[config.mk]
export PLATFORM = sky130hd
export DESIGN_NAME = lgx_translator
export DESIGN_NICKNAME = d
export VERILOG_FILES = /design/src/rtl/lgx_pkg.sv /design/src/rtl/lgx_slot_map.sv /design/src/rtl/lgx_addr_class.sv /design/src/rtl/lgx_global_regs.sv /design/src/rtl/lgx_out_stage.sv /design/src/rtl/lgx_translator.sv
export SDC_FILE = /design/constraint.sdc
export NUM_CORES = 1
export LEC_CHECK = 0
export BUFFER_PORTS_ARGS = -buffer_cell sky130_fd_sc_hd__buf_2
export CAP_MARGIN = 10
export CELL_PAD_IN_SITES_DETAIL_PLACEMENT = 2
export CELL_PAD_IN_SITES_GLOBAL_PLACEMENT = 2
export CORE_ASPECT_RATIO = 1.25
export CORE_UTILIZATION = 33
export CTS_CLUSTER_SIZE = 25
export DETAILED_ROUTE_END_ITERATION = 7
export PLACE_DENSITY = 0.92
export SETUP_SLACK_MARGIN = 0.2
export SYNTH_ARGS = -nofsm -noshare
export SYNTH_HDL_FRONTEND = slang
export SYNTH_SLANG_ARGS = --single-unit
[constraint.sdc]
create_clock -name clk -period 2.8 [get_ports clk]
set_input_delay 0.42 -clock clk [delete_from_list [all_inputs] [get_ports clk]]
set_output_delay 0.42 -clock clk [all_outputs]
set_load 0.02 [all_outputs]
[src/rtl/lgx_pkg.sv]
package lgx_pkg;
  localparam int NUM_CH      = 18;
  localparam int CH_W        = $clog2(NUM_CH);
  localparam int SLOT_W      = 2;
  localparam int SUB_W       = 3;
  localparam int DATA_W      = 8;
  localparam int ADDR_W      = 9;
  localparam int LEG_CH_BANK = 9;

  typedef enum logic [2:0] {
    K_NONE,
    K_SLOT,
    K_CHAN,
    K_RHY,
    K_FOUROP,
    K_MODE
  } wr_kind_e;

  typedef struct packed {
    logic [CH_W-1:0]   chan;
    logic [SLOT_W-1:0] slot;
    logic [SUB_W-1:0]  sub;
    logic [DATA_W-1:0] data;
  } nat_wr_t;
endpackage

[src/rtl/lgx_slot_map.sv]
module lgx_slot_map #(
  parameter int GROUP_STRIDE = 8,
  parameter int OPS_PER_GROUP = 6,
  parameter int GROUPS = 3,
  parameter int CH_W = 5
) (
  input  logic [4:0]      lo5,
  input  logic            upper,
  output logic            ok,
  output logic [CH_W-1:0] chan,
  output logic            slot1
);
  localparam int ENTRIES   = 32;
  localparam int HALF      = OPS_PER_GROUP / 2;
  localparam int BANK_CH   = GROUPS * HALF;

  logic            lut_ok [ENTRIES];
  logic [CH_W-1:0] lut_ch [ENTRIES];
  logic            lut_s1 [ENTRIES];

  for (genvar v = 0; v < ENTRIES; v++) begin : g_lut
    localparam int GRP = v / GROUP_STRIDE;
    localparam int POS = v % GROUP_STRIDE;
    localparam bit OK  = (POS < OPS_PER_GROUP) && (GRP < GROUPS);
    localparam int OP  = GRP * OPS_PER_GROUP + POS;
    localparam int CH  = HALF * (OP / OPS_PER_GROUP) + (OP % HALF);
    assign lut_ok[v] = OK;
    assign lut_ch[v] = OK ? CH_W'(CH) : '0;
    assign lut_s1[v] = OK && ((OP % OPS_PER_GROUP) >= HALF);
  end

  always_comb begin
    ok    = lut_ok[lo5];
    chan  = lut_ch[lo5] + (upper ? CH_W'(BANK_CH) : CH_W'(0));
    slot1 = lut_s1[lo5];
  end
endmodule

[src/rtl/lgx_addr_class.sv]
module lgx_addr_class
  import lgx_pkg::*;
#(
  parameter int MAX_NIB = 8
) (
  input  logic [ADDR_W-1:0] addr,
  output wr_kind_e          kind,
  output logic [SUB_W-1:0]  sub,
  output logic              key_reg,
  output logic              chan_ok,
  output logic [CH_W-1:0]   chan
);
  logic [7:0] low;
  logic       upper;
  assign low   = addr[7:0];
  assign upper = addr[8];

  always_comb begin
    kind    = K_NONE;
    sub     = '0;
    key_reg = 1'b0;
    if (low == 8'hBD) begin
      kind = K_RHY;
    end else begin
      unique case (low[7:4])
        4'h2, 4'h3: begin kind = K_SLOT; sub = 3'd0; end
        4'h4, 4'h5: begin kind = K_SLOT; sub = 3'd1; end
        4'h6, 4'h7: begin kind = K_SLOT; sub = 3'd2; end
        4'h8, 4'h9: begin kind = K_SLOT; sub = 3'd3; end
        4'hE, 4'hF: begin kind = K_SLOT; sub = 3'd7; end
        4'hA:       begin kind = K_CHAN; sub = 3'd4; end
        4'hB:       begin kind = K_CHAN; sub = 3'd5; key_reg = 1'b1; end
        4'hC:       begin kind = K_CHAN; sub = 3'd6; end
        4'h0: begin
          if (upper && low[3:0] == 4'h4) kind = K_FOUROP;
          else if (upper && low[3:0] == 4'h5) kind = K_MODE;
        end
        default: kind = K_NONE;
      endcase
    end
  end

  assign chan_ok = (low[3:0] <= 4'(MAX_NIB));
  assign chan    = CH_W'(low[3:0]) + (upper ? CH_W'(LEG_CH_BANK) : CH_W'(0));
endmodule

[src/rtl/lgx_global_regs.sv]
module lgx_global_regs
  import lgx_pkg::*;
#(
  parameter int RHY_CH0 = 6,
  parameter int RHY_CH1 = 7,
  parameter int RHY_CH2 = 8
) (
  input  logic              clk,
  input  logic              rst_n,
  input  logic              we,
  input  wr_kind_e          kind,
  input  logic              key_reg,
  input  logic              chan_ok,
  input  logic [CH_W-1:0]   chan,
  input  logic [DATA_W-1:0] data,
  output logic [NUM_CH-1:0] key_on,
  output logic [1:0]        key_on_alt,
  output logic [5:0]        rhythm_flags,
  output logic              vib_deep,
  output logic              trem_deep,
  output logic [5:0]        four_op_en,
  output logic              new_mode,
  output logic              native_mode
);
  logic key_wr;
  assign key_wr = we && kind == K_CHAN && key_reg && chan_ok;

  always_ff @(posedge clk or negedge rst_n) begin
    if (!rst_n) begin
      key_on       <= '0;
      key_on_alt   <= '0;
      rhythm_flags <= '0;
      vib_deep     <= 1'b0;
      trem_deep    <= 1'b0;
      four_op_en   <= '0;
      new_mode     <= 1'b0;
      native_mode  <= 1'b0;
    end else if (we) begin
      if (key_wr) begin
        key_on[chan] <= data[5];
        if (chan == CH_W'(RHY_CH1)) key_on_alt[0] <= data[5];
        if (chan == CH_W'(RHY_CH2)) key_on_alt[1] <= data[5];
      end
      if (kind == K_RHY) begin
        rhythm_flags <= data[5:0];
        vib_deep     <= data[6];
        trem_deep    <= data[7];
        if (data[5]) begin
          key_on[RHY_CH0] <= data[4];
          key_on[RHY_CH1] <= data[0];
          key_on[RHY_CH2] <= data[2];
          key_on_alt[0]   <= data[3];
          key_on_alt[1]   <= data[1];
        end
      end
      if (kind == K_FOUROP) four_op_en <= data[5:0];
      if (kind == K_MODE) begin
        new_mode <= data[0];
        if (data[7]) native_mode <= 1'b1;
      end
    end
  end
endmodule

[src/rtl/lgx_out_stage.sv]
module lgx_out_stage #(
  parameter int W = 18
) (
  input  logic         clk,
  input  logic         rst_n,
  input  logic         load,
  input  logic [W-1:0] load_data,
  output logic         take,
  input  logic         out_ready,
  output logic         out_valid,
  output logic [W-1:0] out_q
);
  assign take = !out_valid || out_ready;

  always_ff @(posedge clk or negedge rst_n) begin
    if (!rst_n) begin
      out_valid <= 1'b0;
      out_q     <= '0;
    end else if (take) begin
      out_valid <= load;
      if (load) out_q <= load_data;
    end
  end
endmodule

[src/rtl/lgx_translator.sv]
module lgx_translator
  import lgx_pkg::*;
(
  input  logic              clk,
  input  logic              rst_n,
  input  logic              in_valid,
  output logic              in_ready,
  input  logic [ADDR_W-1:0] in_addr,
  input  logic [DATA_W-1:0] in_data,
  output logic              out_valid,
  input  logic              out_ready,
  output logic [CH_W-1:0]   out_chan,
  output logic [SLOT_W-1:0] out_slot,
  output logic [SUB_W-1:0]  out_sub,
  output logic [DATA_W-1:0] out_data,
  output logic [NUM_CH-1:0] key_on,
  output logic [1:0]        key_on_alt,
  output logic [5:0]        rhythm_flags,
  output logic              vib_deep,
  output logic              trem_deep,
  output logic [5:0]        four_op_en,
  output logic              new_mode,
  output logic              native_mode
);
  localparam int NW = $bits(nat_wr_t);

  wr_kind_e          kind;
  logic [SUB_W-1:0]  sub;
  logic              key_reg, chan_ok, op_ok, op_s1, accept, emit;
  logic [CH_W-1:0]   ch_chan, op_chan;
  nat_wr_t           nw, nq;
  logic [NW-1:0]     nq_bits;

  lgx_addr_class u_class (
    .addr(in_addr), .kind(kind), .sub(sub), .key_reg(key_reg),
    .chan_ok(chan_ok), .chan(ch_chan)
  );

  lgx_slot_map #(.CH_W(CH_W)) u_map (
    .lo5(in_addr[4:0]), .upper(in_addr[8]), .ok(op_ok),
    .chan(op_chan), .slot1(op_s1)
  );

  assign accept = in_valid && in_ready && !native_mode;
  assign emit   = accept && ((kind == K_SLOT && op_ok) || (kind == K_CHAN && chan_ok));

  always_comb begin
    nw.sub  = sub;
    nw.data = in_data;
    if (kind == K_SLOT) begin
      nw.chan = op_chan;
      nw.slot = {1'b0, op_s1};
    end else begin
      nw.chan = ch_chan;
      nw.slot = '0;
    end
  end

  lgx_out_stage #(.W(NW)) u_out (
    .clk(clk), .rst_n(rst_n), .load(emit), .load_data(nw),
    .take(in_ready), .out_ready(out_ready), .out_valid(out_valid), .out_q(nq_bits)
  );

  assign nq       = nat_wr_t'(nq_bits);
  assign out_chan = nq.chan;
  assign out_slot = nq.slot;
  assign out_sub  = nq.sub;
  assign out_data = nq.data;

  lgx_global_regs u_glob (
    .clk(clk), .rst_n(rst_n), .we(accept), .kind(kind), .key_reg(key_reg),
    .chan_ok(chan_ok), .chan(ch_chan), .data(in_data),
    .key_on(key_on), .key_on_alt(key_on_alt), .rhythm_flags(rhythm_flags),
    .vib_deep(vib_deep), .trem_deep(trem_deep), .four_op_en(four_op_en),
    .new_mode(new_mode), .native_mode(native_mode)
  );
endmodule

==> impl_metrics.env <==
export IMPL_status="finished clean"
export IMPL_switchingPower_uw=647
export IMPL_max_slew_margin=0.509
export IMPL_hold_path_class="in -> async"
export IMPL_cts_buffer_depth=2
export IMPL_drt_first_pass_iters=4
export IMPL_grt_max_degree=55
export IMPL_place_gp_congestion=0.800
export IMPL_vias=2421
export IMPL_switching_share=0.345
export IMPL_arrival_ns=2.46
export IMPL_ctsHoldBuffers=0
export IMPL_wirelength_um=8710
export IMPL_worstReg2RegStart="u_glob.native_mode$_DFFE_PN0P_"
export IMPL_cp_startpoint="in_addr[1]"
export IMPL_maxCapViolations=0
export IMPL_p_seq_frac=0.486
export IMPL_fin_setup_tns_ns=0
export IMPL_worstSetupPathType="in -> reg"
export IMPL_rsz0062_at_grt="false"
export IMPL_die_x_um=86.1
export IMPL_post_route_cell_area_um2=3500
export IMPL_synthTopCellsByArea="dfrtp_1 46%, mux2_2 9.3%, ha_1 4.7%"
export IMPL_drive_above_1_share=0.345
export IMPL_crit_end="u_glob.key_on[4]$_DFFE_PN0P_"
export IMPL_max_freq_ghz=0.444
export IMPL_cts_tree="built"
export IMPL_io_pins=77
export IMPL_grt_pass1_vias=2677
export IMPL_ctsResizeCount=0
export IMPL_nets=379
export IMPL_cts_htree_levels=2
export IMPL_required_ns=3.01
export IMPL_clk_latency_ns=0.32
export IMPL_via_per_inst=5.17
export IMPL_postPlaceCellArea_um2=3410
export IMPL_fp_dieH_um=107
export IMPL_num_rows=38
export IMPL_core_um2=8650
export IMPL_start_util=0.337
export IMPL_dp_hpwl_um=6610
export IMPL_fin_total_pwr_mw=1.88
export IMPL_yosysUniqueCellTypes=49
export IMPL_start_kind="input pin"
export IMPL_total_leakage_power_nw=1.73
export IMPL_crit_fanout=10
export IMPL_drtIter0Drc=88
export IMPL_track_usage=0.199
export IMPL_clkTransAtPathRegs_ns=0.10
export IMPL_grt_antenna_before_repair=0
export IMPL_syn_nets=308
export IMPL_pwr_share_clk=0.241
export IMPL_area_growth_pct=19.8
export IMPL_power_density_nw_per_um2=536
export IMPL_timing_final_crit_share=0.804
export IMPL_cts_setup_buffers=0
export IMPL_die_area_um2=9230
export IMPL_drcViolationCount=0
export IMPL_period_needed_ns=2.25
export IMPL_grt_pass1_wl_um=14000
export IMPL_ys_ff_latch=54
export IMPL_cts_num_sinks=54
export IMPL_yosysWarnings=0
export IMPL_port_buffers=75
export IMPL_endpoint_kind="flip-flop"
export IMPL_synth_edf_count=0
export IMPL_finalSetupViolCount=0
export IMPL_worst_ir_drop_vdd_uv=418
export IMPL_finalHoldViolations=0
export IMPL_yosysSeqAreaShare=0.463
export IMPL_combinationalPowerShare=0.273
export IMPL_syn_inst=276
export IMPL_synth_area_um2=2920
export IMPL_cts_root_buf="clkbuf_8"
export IMPL_skew_ns=0.00610
export IMPL_p_int_mw=1.23
export IMPL_overflow=0
export IMPL_cts_made_buffers=5
export IMPL_worstMarginPinSlew_ns=0.737
export IMPL_reg2reg_to="u_glob.four_op_en[5]$_DFFE_PN0P_"
export IMPL_post_drt_wl_per_cell_um=18.6
export IMPL_yosysTopAreaCellShare=0.463
export IMPL_synth_area_leader_cell="dfrtp_1"
export IMPL_antenna_left=0
export IMPL_avgSynthCellArea_um2=10.6
export IMPL_synthFlopType="dfrtp_1"
export IMPL_antenna_cells=0
export IMPL_async_flop_share=1.00
export IMPL_slew_viol_final=0
export IMPL_r2r_slack_ns=0.68
export IMPL_rr_worst_depth=5
state kept, by name, indices dropped and copies added, names as in the netlist, 2 cells and up:
signal               flops
u_glob.key_on           18
u_out.out_q             17
u_glob.four_op_en        6
u_glob.rhythm_flags      6
u_glob.key_on_alt        2
worst max-delay path, cell delays in order:
cell	delay (ns)
buf_2	0.17
inv_1	0.12
ha_1	0.26
nand2b_1	0.12
a2111oi_4	0.58
nand2_1	0.29
nor2_1	0.17
mux2_1	0.33
synth_stat cells, types with 2 or more instances:
library cell and n:
nor2b_1 5, a211oi_1 4, nor4_1 3, a21o_1 4, mux2_1 5, a21oi_1 6
o31ai_1 13, inv_1 9, buf_4 3, xor2_1 3, ha_1 11, o32ai_1 2
dfrtp_1 54, clkbuf_1 5, nor2_1 24, mux2i_1 7, or2_2 2, a31oi_1 2
nor3_1 6, o21a_1 4, o21ai_0 16, nand2b_1 11, nand3b_1 3, buf_2 8
mux2_2 24, nand3_1 4, nand2_1 15, or3_1 2
cell type report:
type / instances / area (um2)
Clock buffer: 6 / 72.6
Clock inverter: 2 / 13.8
Fill cell: 991 / 5150
Inverter: 9 / 33.8
Multi-Input combinational cell: 197 / 1460
Sequential cell: 54 / 1350
Tap cell: 120 / 150
Timing Repair Buffer: 80 / 413
through the flow:
step | setup slack, ns | hold slack (ns) | util | instances
after floorplan | 0.618 | 0.124 | - | 276
after global placement | 0.343 | 0.471 | 0.394 | 460
after detailed placement | 0.206 | 0.483 | 0.394 | 460
after CTS | 0.546 | 0.262 | 0.404 | 468
after global routing | 0.373 | 0.273 | 0.404 | 468
final | 0.549 | 0.218 | 0.404 | 468
worst min-delay path by stage:
stage	from	end	cells past startpoint
3_3_place_gp	u_glob.native_mode$_DFFE_PN0P_	u_glob.native_mode$_DFFE_PN0P_	1
6_report	rst_n	u_out.out_q[11]$_DFFE_PN0P_	2
4_1_cts	rst_n	u_out.out_q[15]$_DFFE_PN0P_	2
3_5_place_dp	u_glob.native_mode$_DFFE_PN0P_	u_glob.native_mode$_DFFE_PN0P_	1
5_1_grt	rst_n	u_out.out_q[15]$_DFFE_PN0P_	2
2_1_floorplan	rst_n	u_glob.four_op_en[0]$_DFFE_PN0P_	0
power by group through the flow:
stage          clock, mW  combinational, mW  sequential (mW)
6_report           0.452              0.513            0.912
3_3_place_gp           0              0.495            0.923
4_1_cts            0.469              0.523            0.915
2_1_floorplan          0              0.208             1.04
5_1_grt            0.487              0.556            0.923
3_5_place_dp           0              0.521            0.929
metal layers:
| layer | global-route usage | share of wire | wire length, um | up-vias |
|---|---|---|---|---|
| li1 | - | - | - | 1126 |
| met1 | 0.229 | 0.39 | 3440 | 1238 |
| met2 | 0.370 | 0.56 | 4880 | 49 |
| met3 | 0.0331 | 0.032 | 275 | 8 |
| met4 | 0.0595 | 0.013 | 112 | 0 |
| met5 | 0 | 0 | 0 | - |
layout by cell type, fill, tap and decap left out, types with 6 or more instances in the layout:
master	synthesis	routed
dfrtp_1	54	54
nand2b_1	11	11
ha_1	11	11
nand2_1	15	15
o21ai_0	16	16
o31ai_1	13	13
nor3_1	6	6
buf_2	8	75
mux2i_1	7	7
inv_1	9	9
mux2_2	24	24
nor2_1	24	24
logic make-up after synthesis:
| logic type | after synthesis | synth area share |
|---|---|---|
| XOR/XNOR | 4 | 0.0120 |
| adder cells (fa/ha/maj) | 11 | 0.0471 |
| buffers and inverters | 25 | 0.0394 |
| multiplexers | 36 | 0.136 |
| flip-flops | 54 | 0.463 |
| other | 1 | 0.00128 |
| AO/OA/AOI/OAI | 61 | 0.147 |
| AND/OR/NAND/NOR | 84 | 0.155 |
(Power assumes the default switching activity.)
